===== src/rtl/cgivens_cordic_cell.sv =====
module cgivens_cordic_cell #(
  parameter int DW  = 22,
  parameter int NIT = 16
) (
  input  logic                 clk,
  input  logic                 rst_n,
  input  logic                 start,
  input  logic                 vec_mode,
  input  logic signed [DW-1:0] r_re,
  input  logic signed [DW-1:0] r_im,
  input  logic signed [DW-1:0] x_re,
  input  logic signed [DW-1:0] x_im,
  output logic                 out_en,
  output logic signed [DW-1:0] out_r_re,
  output logic signed [DW-1:0] out_r_im,
  output logic signed [DW-1:0] out_x_re,
  output logic signed [DW-1:0] out_x_im
);
  localparam int CW = $clog2(NIT);
  localparam logic [CW-1:0] LAST = CW'(NIT - 1);

  typedef enum logic [2:0] {S_IDLE, S_PHI, S_LDT, S_THT, S_FIN} st_t;
  st_t st;

  logic                 mode_q;
  logic [CW-1:0]        cnt;
  logic [NIT-1:0]       phi_code, th_code;
  logic                 phi_neg, th_neg;
  logic signed [DW-1:0] px, py, ar, br, ai, bi;

  // one direction bit per stage: 1 = rotate clockwise (drive the second coordinate down)
  logic sp, stt, neg_p, neg_t;
  assign sp    = mode_q ? ~py[DW-1] : phi_code[cnt];
  assign stt   = mode_q ? ~br[DW-1] : th_code[cnt];
  assign neg_p = vec_mode ? x_re[DW-1] : phi_neg;
  assign neg_t = mode_q ? ar[DW-1] : th_neg;

  logic signed [DW-1:0] px_n, py_n, ar_n, br_n, ai_n, bi_n;
  assign px_n = sp  ? px + (py >>> cnt) : px - (py >>> cnt);
  assign py_n = sp  ? py - (px >>> cnt) : py + (px >>> cnt);
  assign ar_n = stt ? ar + (br >>> cnt) : ar - (br >>> cnt);
  assign br_n = stt ? br - (ar >>> cnt) : br + (ar >>> cnt);
  assign ai_n = stt ? ai + (bi >>> cnt) : ai - (bi >>> cnt);
  assign bi_n = stt ? bi - (ai >>> cnt) : bi + (ai >>> cnt);

  always_ff @(posedge clk or negedge rst_n) begin
    if (!rst_n) begin
      st       <= S_IDLE;
      mode_q   <= 1'b0;
      cnt      <= '0;
      phi_code <= '0;
      th_code  <= '0;
      phi_neg  <= 1'b0;
      th_neg   <= 1'b0;
      px       <= '0;
      py       <= '0;
      ar       <= '0;
      br       <= '0;
      ai       <= '0;
      bi       <= '0;
      out_en   <= 1'b0;
      out_r_re <= '0;
      out_r_im <= '0;
      out_x_re <= '0;
      out_x_im <= '0;
    end else begin
      out_en <= 1'b0;
      case (st)
        S_IDLE: if (start) begin
          mode_q <= vec_mode;
          if (vec_mode) phi_neg <= x_re[DW-1];
          px  <= neg_p ? -x_re : x_re;
          py  <= neg_p ? -x_im : x_im;
          ar  <= r_re;
          ai  <= vec_mode ? '0 : r_im;
          cnt <= '0;
          st  <= S_PHI;
        end
        S_PHI: begin
          px <= px_n;
          py <= py_n;
          if (mode_q) phi_code[cnt] <= sp;
          if (cnt == LAST) begin
            cnt <= '0;
            st  <= S_LDT;
          end else cnt <= cnt + 1'b1;
        end
        S_LDT: begin
          if (mode_q) th_neg <= ar[DW-1];
          ar <= neg_t ? -ar : ar;
          ai <= neg_t ? -ai : ai;
          br <= neg_t ? -px : px;
          bi <= neg_t ? -py : py;
          st <= S_THT;
        end
        S_THT: begin
          ar <= ar_n;
          br <= br_n;
          ai <= ai_n;
          bi <= bi_n;
          if (mode_q) th_code[cnt] <= stt;
          if (cnt == LAST) begin
            cnt <= '0;
            st  <= S_FIN;
          end else cnt <= cnt + 1'b1;
        end
        S_FIN: begin
          out_r_re <= ar;
          out_r_im <= ai;
          out_x_re <= br;
          out_x_im <= bi;
          out_en   <= 1'b1;
          st       <= S_IDLE;
        end
        default: st <= S_IDLE;
      endcase
    end
  end

  a_r7_outen_pulse: assert property (@(posedge clk) disable iff (!rst_n)
    out_en |=> !out_en);

  a_r7_result_hold: assert property (@(posedge clk) disable iff (!rst_n)
    !out_en |-> ($stable(out_r_re) && $stable(out_r_im) && $stable(out_x_re) && $stable(out_x_im)));

  a_r2_vec_residual: assert property (@(posedge clk) disable iff (!rst_n)
    (out_en && mode_q) |-> (out_x_re < 256 && out_x_re > -256 && out_x_im < 256 && out_x_im > -256
                            && out_r_im < 256 && out_r_im > -256));

  a_r2_vec_rpos: assert property (@(posedge clk) disable iff (!rst_n)
    (out_en && mode_q) |-> !out_r_re[DW-1]);

  a_r5_code_hold: assert property (@(posedge clk) disable iff (!rst_n)
    (st != S_IDLE && !mode_q) |=> ($stable(phi_code) && $stable(th_code)));

  a_r8_busy_mode_hold: assert property (@(posedge clk) disable iff (!rst_n)
    (st != S_IDLE) |=> $stable(mode_q));
endmodule


===== config.mk =====
export PLATFORM = sky130hd
export DESIGN_NAME = cgivens_cordic_cell
export DESIGN_NICKNAME = d
export VERILOG_FILES = /design/src/rtl/cgivens_cordic_cell.sv
export SDC_FILE = /design/constraint.sdc
export NUM_CORES = 1
export LEC_CHECK = 0
export CAP_MARGIN = 5
export CORE_MARGIN = 3
export CORE_UTILIZATION = 54
export CTS_BUF_LIST = sky130_fd_sc_hd__clkbuf_16
export CTS_CLUSTER_SIZE = 8
export DETAILED_ROUTE_END_ITERATION = 8
export GPL_ROUTABILITY_DRIVEN = 0
export PLACE_DENSITY = 0.74
export SLEW_MARGIN = 20
export SYNTH_ARGS = -nofsm -noshare
export SYNTH_HDL_FRONTEND = slang
export SYNTH_SLANG_ARGS = --single-unit

===== constraint.sdc =====
create_clock -name clk -period 8.55 [get_ports clk]
set_clock_uncertainty 0.05 [all_clocks]
set_input_delay 1.2825 -clock clk [delete_from_list [all_inputs] [get_ports clk]]
set_output_delay 1.2825 -clock clk [all_outputs]
set_load 0.03 [all_outputs]

* Word level (Yosys, flattened, before mapping)
Cells that the tools add are included.
Word-level totals: flip-flop bits (word level) 263, input bits 92, output and inout bits 89, logic and storage cells 113
Cells by class: add/sub/neg operators 19, order comparisons 2, equality and inequality tests 9, shift operators 6, multiplexer cells 43, bitwise operators 2, reduce and logical (&&, ||, !) cells 14
Operator list (number):
- $mux 22 | 17
- $pmux 22 s2 | 4
- $add 22x22->22 | 6
- $neg 22->22 | 6
- $pmux 22 s3 | 2
- $sshr 22x4->22 | 6
- $sub 22x22->22 | 6
- $bwmux 16 | 2
- $pmux 3 s4 | 1
- $reduce_and 2->1 | 5
- $mux 3 | 3
- $bmux 1 s4 | 2
- $mux 1 | 8
- $mux 4 | 2
- $ne 2x2->1 const B | 4
- $pmux 4 s2 | 1
- $eq 3x2->1 const B | 2
- $reduce_and 3->1 | 2
- $reduce_bool 2->1 | 3
- $lt 4x5->1 const B | 1
- $add 4x1->4 const B | 1
- $demux 1 s4 | 1
- $eq 4x4->1 const B | 1
- $ge 4x1->1 const B | 1
- other kinds (7) | 8

* Depth between registers and ports, before layout
Gate-level depths: netlist of run 1.
depth in word-level cells 5, gate-level depth with buffers 26, mapped depth without buffers 20

* Worst setup path before layout of run 1
Ideal clock, no wire load.
path type register to register, from register cnt[1], to register px[20], library setup time 0.126 ns, arrival 5.726 ns, slack 2.648 ns, cell stages (with the launch flop) 22, cells stage by stage dfrtp_1 buf_2 buf_2 buf_2 buf_2 buf_1 mux4_2 mux4_2 mux2i_1 clkbuf_1 o21ai_0 fa_1 a21o_1 a21oi_1 o21ai_0 a21oi_1 o21ai_0 a31oi_1 o21bai_1 a2111oi_0 nor3_1 a221o_1
On the way: cells in the longest elaborated chain, start to end 5, elaborated cells on any way between the ends 8, classes of those cells add/sub: 2; shift: 1; mux: 5
RTL lines:
- start, declared | line 26 | logic [CW-1:0] cnt;
- start signal, assigned | line 86 | end else cnt <= cnt + 1'b1;
- start signal, assigned | line 105 | end else cnt <= cnt + 1'b1;
- parallel branches: the longest is 3 deep, another holds $sub 22x22->22
- $mux 22 (*) | line 39 | assign px_n = sp ? px + (py >>> cnt) : px - (py >>> cnt);
- $pmux 22 s2 (*) | line 68 | case (st)
- end signal, assigned | line 72 | px <= neg_p ? -x_re : x_re;
- end signal, assigned | line 80 | px <= px_n;
- end, declared | line 29 | logic signed [DW-1:0] px, py, ar, br, ai, bi;
Every way passes the cells marked *. The select of a mux whose other input is x is not followed. A chain may end at the register's enable or synchronous reset.

* Final worst setup path of run 1
from register cnt[1], to register bi[21]
On the way: cells in the longest elaborated chain, start to end 5, elaborated cells on any way between the ends 8, classes of those cells add/sub: 2; shift: 1; mux: 5
RTL lines:
- parallel branches: the longest is 3 deep, another holds $add 22x22->22
- $mux 22 (*) | line 44 | assign bi_n = stt ? bi - (ai >>> cnt) : bi + (ai >>> cnt);
- $pmux 22 s2 (*) | line 68
- end signal, assigned | line 93 | bi <= neg_t ? -py : py;
- end signal, assigned | line 100 | bi <= bi_n;
- end, declared | line 29
Marks and branches as above.

==> parameters.txt, run 1 <==
Parameter                              Value

Timing
  Setup repair after global routing missed its margin ... no
  Transition time at the pin with the least slew margin ... 1130 ps
  Total negative setup slack ... 0 ps
  Maximum achievable frequency ... 0.156 GHz
  Max-Slew Margin vs Limit ... 24.2%
  Endpoints failing hold ... 0
  Portion of the clock cycle consumed by the worst path in the final layout ... 75.0%
  Shortest clock period the worst path allows after layout ... around 6400 ps
  Count of final setup violators ... 0
  Slew Limit Fails ... 0

Route
  Iteration-0 DRC count of the detailed router ... between 3,000 and 4,000
  Vias after detailed routing ... roughly 27,000
  Vias per inst ... 6.73
  Routed WL per cell ... about 22 um
  Drt first pass iters ... 9
  Total wire length after detailed routing ... 88.1 mm
  Remaining antenna violation count after routing ... 0
  DRC viols ... 0

Floorplanning
  Num rows ... 83
  Width of the die ... 236 um
  Initial core utilization ... a little under three fifths
  Die H ... between 200 and 250 um
  Total die area ... 55,700 um^2
  Number of I/O pins ... 181
  Core Box Area ... 51,800 um^2

Logic synthesis
  Number of flops mapped to enable cells by yosys ... 0
  Area share of the largest cell type after synthesis ... a little under a quarter
  Largest area contributor in the netlist ... sky130_fd_sc_hd__dfrtp_1
  Number of distinct standard cells referenced by the synthesized netlist ... 92
  Top cells by area in the synthesized netlist ... sky130_fd_sc_hd__dfrtp_1, sky130_fd_sc_hd__mux4_2, sky130_fd_sc_hd__ha_1
  Cell count after synthesis ... 3,292
  Synth Register Bits ... 263
  Post-synth ARST share ... 100%
  Total nets after synthesis ... 3,550
  Warning count from the yosys run ... 0
  Synthesized area divided by synthesized cell count ... 8.68 um^2
  Sequential-to-total area share from yosys stat ... a little under a quarter
  Top_reg_cell synth ... sky130_fd_sc_hd__dfrtp_1
  Cell Area, Synth ... between 20,000 and 30,000 um^2

Critical path
  Series of cell instances along the critical path ... buf_4 -> mux2_2 -> mux4_2 -> mux2i_1 -> a21boi_0 -> and3_1 -> nand2_1 -> nor3_1 -> nor2_1 -> xnor2_1 -> ha_1 -> and3_1 -> a31oi_1 -> a211oi_1 -> o31a_1 -> o41ai_1 -> xnor2_1 -> a21o_1
  Worst Path Arrival ... between 6000 and 7000 ps
  Startpoint type of the worst setup path ... flip-flop
  Largest incremental delay on the critical path ... approximately 1000 ps
  Critical Path Slowest Stage Cell ... sky130_fd_sc_hd__dfrtp_4
  Worst Setup Path Type ... reg2reg
  Capturing element type of the critical path ... flip-flop
  Total buffers and inverters traversed by the critical path ... 1
  Kind of cell adding the most delay to the critical path ... compound AO/OA/AOI/OAI gates
  Instance count on the critical path ... 18
  R2R depth ... 18
  Critical path required time ... 8950 ps
  Highest fanout seen on the critical path ... 70

Min path
  Worst Hold Class ... reg2reg
  Number of cells on the worst hold path ... 1

Final layout
  Multi-input gate area in the final layout ... 20,700 um^2
  Register area ... 6600 um^2
  Synthesis-to-finish area growth ... 10.4%
  Number of filler cells placed in the layout ... between 4,000 and 5,000
  Non-Filler Instances ... 3,995
  Number of nets at the end of the flow ... about 3,600
  Number of diodes added for antenna fixing ... 0
  Fraction of final layout cells with drive strength greater than 1 ... 12.4%

Clock network
  Cts bufs inserted ... 39
  CTS tree ... built
  Clock insertion delay at the later pin of the skew report ... just under 600 ps
  H-tree levels ... 2
  Hold-fix buffers, CTS ... 0
  Clock tree sinks ... 263
  Quantity of gates resized following cts ... 0
  Setup repair bufs after CTS ... 0
  Clock tree root buffer cell ... sky130_fd_sc_hd__clkbuf_16
  CTS clock-pin slew for the worst setup and hold paths ... 60 ps
  Maximum number of buffers from clock root to sink ... 3

Global routing
  Initial antenna violation count ... 0
  Number of global-route vias before repair ... 25,800
  GRT Total Usage ... 30.4%
  Remaining global-route overflow ... 0
  Pin count of the biggest net entering global routing ... 96
  Global-route wire length before repair ... 139 mm

Place
  Number of port buffers ... 180
  Detailed placement HPWL ... 64.5 mm
  Placed Cells ... 3,945

Run status
  Outcome ... finished, final reports clean

Job
  Number of max-capacitance violations reported ... 0
-- kinds of logic (layout without fill, tap and decap cells) --
family	after synthesis	count (layout)	synth area share, %
fa+ha+maj	166	166	7.43
buf+inv	319	342	4.69
simple gates	868	868	14.1
compound gates	965	965	20.9
flops	263	263	23.0
xor+xnor	338	338	10.4
mux	373	373	19.4
-- final cells by class --
cell class	count	area share [%]
Inverter	80	0.956
Timing Repair Buffer	212	6.49
Tap cell	680	2.70
Multi-Input combinational cell	2710	65.7
Clock inverter	11	0.183
Clock buffer	39	3.10
Sequential cell	263	20.9
-- per-stage QoR --
stage | instance area (um^2) | util, % | worst slack [ps] | hold WS, ps
after floorplan | 28600 | - | 2650 | 417
after global placement | 30500 | 58.8 | 2390 | 436
after detailed placement | 30500 | 58.8 | 2230 | 442
after CTS | 31500 | 60.8 | 2240 | 455
after global routing | 31500 | 60.8 | 1640 | 464
final | 31500 | 60.8 | 2140 | 451
-- cells in the mapped netlist (7+ instances only) --
cell type	instances
sky130_fd_sc_hd__nor4_1	15
sky130_fd_sc_hd__o221ai_1	9
sky130_fd_sc_hd__and3_1	21
sky130_fd_sc_hd__a31o_2	7
sky130_fd_sc_hd__buf_4	7
sky130_fd_sc_hd__o22ai_1	42
sky130_fd_sc_hd__o211ai_1	47
sky130_fd_sc_hd__xnor2_1	188
sky130_fd_sc_hd__a211oi_1	18
sky130_fd_sc_hd__o31ai_1	47
sky130_fd_sc_hd__mux2_2	152
sky130_fd_sc_hd__or2_2	26
sky130_fd_sc_hd__inv_1	76
sky130_fd_sc_hd__a22oi_1	8
sky130_fd_sc_hd__o21a_1	20
sky130_fd_sc_hd__buf_6	9
sky130_fd_sc_hd__or3_1	22
sky130_fd_sc_hd__a21oi_1	264
sky130_fd_sc_hd__nor3_1	76
sky130_fd_sc_hd__buf_1	31
sky130_fd_sc_hd__xor2_1	150
sky130_fd_sc_hd__nand4_1	9
sky130_fd_sc_hd__nand2_1	308
sky130_fd_sc_hd__nor2_1	228
sky130_fd_sc_hd__mux2i_1	93
sky130_fd_sc_hd__o21ai_0	284
sky130_fd_sc_hd__nand2b_1	34
sky130_fd_sc_hd__buf_2	24
sky130_fd_sc_hd__or4_1	10
sky130_fd_sc_hd__clkbuf_1	166
sky130_fd_sc_hd__dfrtp_1	263
sky130_fd_sc_hd__a21o_1	48
sky130_fd_sc_hd__mux4_1	10
sky130_fd_sc_hd__o21bai_1	16
sky130_fd_sc_hd__a21boi_0	16
sky130_fd_sc_hd__and2_1	28
sky130_fd_sc_hd__a31oi_1	38
sky130_fd_sc_hd__o41ai_1	8
sky130_fd_sc_hd__mux4_2	116
sky130_fd_sc_hd__nor2b_1	25
sky130_fd_sc_hd__nand3_1	33
sky130_fd_sc_hd__a222oi_1	28
sky130_fd_sc_hd__ha_1	160
-- worst reg2reg max path, delay by kind of cell (launching register included) --
family / cells / cell delay (ps)
compound gates: 6 / 1500
xor+xnor: 2 / 290
fa+ha+maj: 1 / 330
buf+inv: 1 / 780
flops: 1 / 1020
mux: 3 / 1200
simple gates: 5 / 1110
-- final timing paths --
kind	to	startpoint	slack (ps)
worst min-delay path	out_r_re[7]$_DFFE_PN0P_	out_r_re[7]$_DFFE_PN0P_	450
worst min register to register	out_r_re[7]$_DFFE_PN0P_	out_r_re[7]$_DFFE_PN0P_	450
worst max-delay path	bi[21]$_DFFE_PN0N_	cnt[1]$_DFFE_PN0P_	2140
min in group asynchronous	ai[8]$_DFFE_PN0P_	rst_n	670
worst max register to register	bi[21]$_DFFE_PN0N_	cnt[1]$_DFFE_PN0P_	2140
max in group asynchronous	cnt[1]$_DFFE_PN0P_	rst_n	6330
-- sequential cells by signal, indices dropped and copies added, names as in the netlist, 3 cells and up --
name / cells
ai: 22
ar: 22
bi: 22
br: 22
cnt: 4
out_r_im: 22
out_r_re: 22
out_x_im: 22
out_x_re: 22
phi_code: 16
px: 22
py: 22
st: 3
th_code: 16
-- layout by cell type (no fill, tap or decap), drive strengths merged, types with 29 or more instances in the layout --
cell type,instances
inv,86
nand3,33
dfrtp,263
nor3,79
clkbuf,39
o22ai,42
xor2,150
nor2,229
o211ai,47
nand2b,34
ha,160
o31ai,47
mux2,152
nand2,308
mux4,126
a21oi,264
and2,29
o21ai,288
a21o,48
mux2i,95
clkdlybuf4s50,179
a31oi,38
xnor2,188
buf,33
-- routing by layer --
layer / track usage, % / wire length [um] / part of all wire (%)
met1: 40.7 / 35100 / 40
met4: 12.7 / 3760 / 4.3
met2: 48.6 / 40200 / 46
met5: 0 / 0 / 0
met3: 5.50 / 9050 / 10
Power of run 1 is not shown: default switching activity piles up to over one toggle a cycle in this logic, so the estimate is an artifact.
==> inputs of run 2 (changes only) <==
clock period = 6.7 ns   (was 8.55 ns; I/O delays follow)
==> parameters.txt, run 2 (same netlist as run 1, synthesis figures left out) <==
Parameter                              Value

Final layout
  Number of filler cells placed in the layout ... 4,371 (-1.0%)
  Number of nets at the end of the flow ... 3,577 (+0.36%)
  Fraction of final layout cells with drive strength greater than 1 ... 12.8% (+0.37 points)
  Most common cell after layout, fill and taps aside ... sky130_fd_sc_hd__nand2_1
  Synthesis-to-finish area growth ... 11.1%
  Highest-count cells in the layout ignoring fill and taps ... sky130_fd_sc_hd__nand2_1, sky130_fd_sc_hd__o21ai_0, sky130_fd_sc_hd__a21oi_1
  Number of diodes added for antenna fixing ... 0 (unchanged)
  Non-Filler Instances ... 4,008 (+0.33%)

Global routing
  Number of global-route vias before repair ... 26,400 (+2.3%)
  Pin count of the biggest net entering global routing ... 163 (+70%)
  GRT busiest layer ... met2
  Met3 GRT Util ... 5.75% (+0.26 points)
  GRT Total Usage ... 31.2% (+0.79 points)
  Met2 usage ... 49.7% (+1.0 points)
  Global-route wire length before repair ... 143 mm (+2.5%)
  Met1 Use GR ... 42.0% (+1.2 points)
  Initial antenna violation count ... 0 (unchanged)
  Remaining global-route overflow ... 0 (unchanged)

Route
  Remaining antenna violation count after routing ... 0 (unchanged)
  Vias per inst ... 6.72 (-0.19%)
  Total wire length after detailed routing ... 90.4 mm (+2.6%)
  Iteration-0 DRC count of the detailed router ... 3,080 (-3.2%)
  Vias after detailed routing ... 26,900 (+0.13%)
  DRC viols ... 0 (unchanged)
  Routed WL per cell ... 22.5 um (+2.2%)
  Drt first pass iters ... 8 (-1)

Timing
  Transition time at the pin with the least slew margin ... 1040 ps (-88.1 ps)
  Total negative setup slack ... 0 ps (unchanged)
  Endpoints failing hold ... 0 (unchanged)
  Max-Slew Margin vs Limit ... 30.3% (+6.2 points)
  Slew Limit Fails ... 0 (unchanged)
  Count of final setup violators ... 0 (unchanged)
  Shortest clock period the worst path allows after layout ... 6030 ps (-387 ps)
  Portion of the clock cycle consumed by the worst path in the final layout ... 89.9% (+15 points)
  Setup repair after global routing missed its margin ... no
  Maximum achievable frequency ... 0.166 GHz (+6.4%)

Clock network
  CTS tree ... built
  Maximum number of buffers from clock root to sink ... 3 (unchanged)
  Quantity of gates resized following cts ... 0 (unchanged)
  Clock tree root buffer cell ... sky130_fd_sc_hd__clkbuf_16
  Hold-fix buffers, CTS ... 0 (unchanged)
  Clock insertion delay at the later pin of the skew report ... 570 ps (about the same)
  Cts bufs inserted ... 40 (+2.6%)
  H-tree levels ... 2 (unchanged)
  Clock tree sinks ... 263 (unchanged)
  CTS clock-pin slew for the worst setup and hold paths ... 60 ps (about the same)

Floorplanning
  Core Box Area ... 51,800 um^2 (unchanged)
  Die H ... 236 um (unchanged)
  Number of I/O pins ... 181 (unchanged)
  Width of the die ... 236 um (unchanged)
  Total die area ... 55,700 um^2 (unchanged)
  Initial core utilization ... 55.1% (unchanged)
  Num rows ... 83 (unchanged)

Run status
  Outcome ... finished, final reports clean

Place
  Number of port buffers ... 180 (unchanged)
  Detailed placement HPWL ... 66.0 mm (+2.4%)
  Placed Cells ... 3,955 (+0.25%)

Critical path
  Worst Path Arrival ... 6390 ps (-420 ps)
  Highest fanout seen on the critical path ... 32 (-54%)
  Worst Setup Path Type ... reg2reg
  R2R setup slack ... 670 ps (-1460 ps)
  Capturing element type of the critical path ... flip-flop
  Critical path required time ... 7060 ps (-1890 ps)
  Startpoint type of the worst setup path ... flip-flop

Job
  Number of max-capacitance violations reported ... 0 (unchanged)

Min path
  Worst Hold Class ... in2async
-- run 2: cell types whose count changed in the layout (fill, tap and decap cells not counted) --
| cell | before | now |
|---|---|---|
| sky130_fd_sc_hd__inv_1 | 81 | 80 |
| sky130_fd_sc_hd__clkinv_2 | 2 | 3 |
| sky130_fd_sc_hd__buf_16 | 0 | 1 |
| sky130_fd_sc_hd__buf_4 | 32 | 39 |
| sky130_fd_sc_hd__clkbuf_16 | 39 | 40 |
| sky130_fd_sc_hd__buf_12 | 0 | 4 |
| sky130_fd_sc_hd__clkinv_8 | 0 | 1 |
| sky130_fd_sc_hd__bufinv_16 | 0 | 1 |
| sky130_fd_sc_hd__inv_6 | 3 | 1 |
-- run 2: critical path: stages (launching register included) --
cell and delay (ps):
sky130_fd_sc_hd__dfrtp_4 840, sky130_fd_sc_hd__inv_1 610, sky130_fd_sc_hd__buf_4 350, sky130_fd_sc_hd__mux2i_1 120, sky130_fd_sc_hd__a2111oi_0 750, sky130_fd_sc_hd__o21ai_0 300
sky130_fd_sc_hd__a21oi_1 320, sky130_fd_sc_hd__nand4_1 260, sky130_fd_sc_hd__o21ai_0 300, sky130_fd_sc_hd__xnor2_1 110, sky130_fd_sc_hd__ha_1 370, sky130_fd_sc_hd__nand2_1 90
sky130_fd_sc_hd__o21ai_0 250, sky130_fd_sc_hd__nand3_1 110, sky130_fd_sc_hd__nand2_1 90, sky130_fd_sc_hd__a41oi_1 70, sky130_fd_sc_hd__nand3b_1 240, sky130_fd_sc_hd__a311oi_1 300
sky130_fd_sc_hd__xnor2_1 160, sky130_fd_sc_hd__o221ai_1 150
-- run 2: area by class of cell --
class | instances | area (um^2) | share of cell area (%)
Clock inverter | 11 | 87.6 | 0.276
Inverter | 80 | 302 | 0.950
Timing Repair Buffer | 224 | 2210 | 6.95
Multi-Input combinational cell | 2710 | 20700 | 65.2
Tap cell | 680 | 851 | 2.68
Sequential cell | 263 | 6600 | 20.8
Clock buffer | 40 | 1000 | 3.15
-- run 2: metrics by stage --
step                      hold WS (ps)  setup slack [ps]  cell area, um^2  util [%]
final                              441               675            31700      61.3
after global routing               464               238            31700      61.3
after CTS                          455               398            31700      61.2
after detailed placement           445               450            30600      59.1
after global placement             437               591            30600      59.1
after floorplan                    417               798            28600         -
-- run 2: path summary, 6_finish.rpt --
path,end,cells after the start,from
min in group clk,out_x_im[4]$_DFFE_PN0P_,1,out_x_im[4]$_DFFE_PN0P_
hold / removal,out_r_im[6]$_DFFE_PN0P_,1,rst_n
setup reg to reg,ai[21]$_DFFE_PN0P_,19,cnt[0]$_DFFE_PN0P_
setup / recovery,ai[21]$_DFFE_PN0P_,19,cnt[0]$_DFFE_PN0P_
hold reg to reg,out_x_im[4]$_DFFE_PN0P_,1,out_x_im[4]$_DFFE_PN0P_
max in group asynchronous,cnt[1]$_DFFE_PN0P_,2,rst_n
-- run 2: timing repair --
item                                   CTS  global route
setup buffers                            0             1
setup endpoints to repair                0             5
endpoints found under the hold margin    0             0
-- run 2: per-layer routing --
metal  vias to the layer above  share of wire (%)
li1                      12200                  -
met3                       250                9.5
met4                         0                4.2
met1                     13000                 41
met2                      1483                 45
met5                         -                  0
Power of run 2 is left out for the same reason.
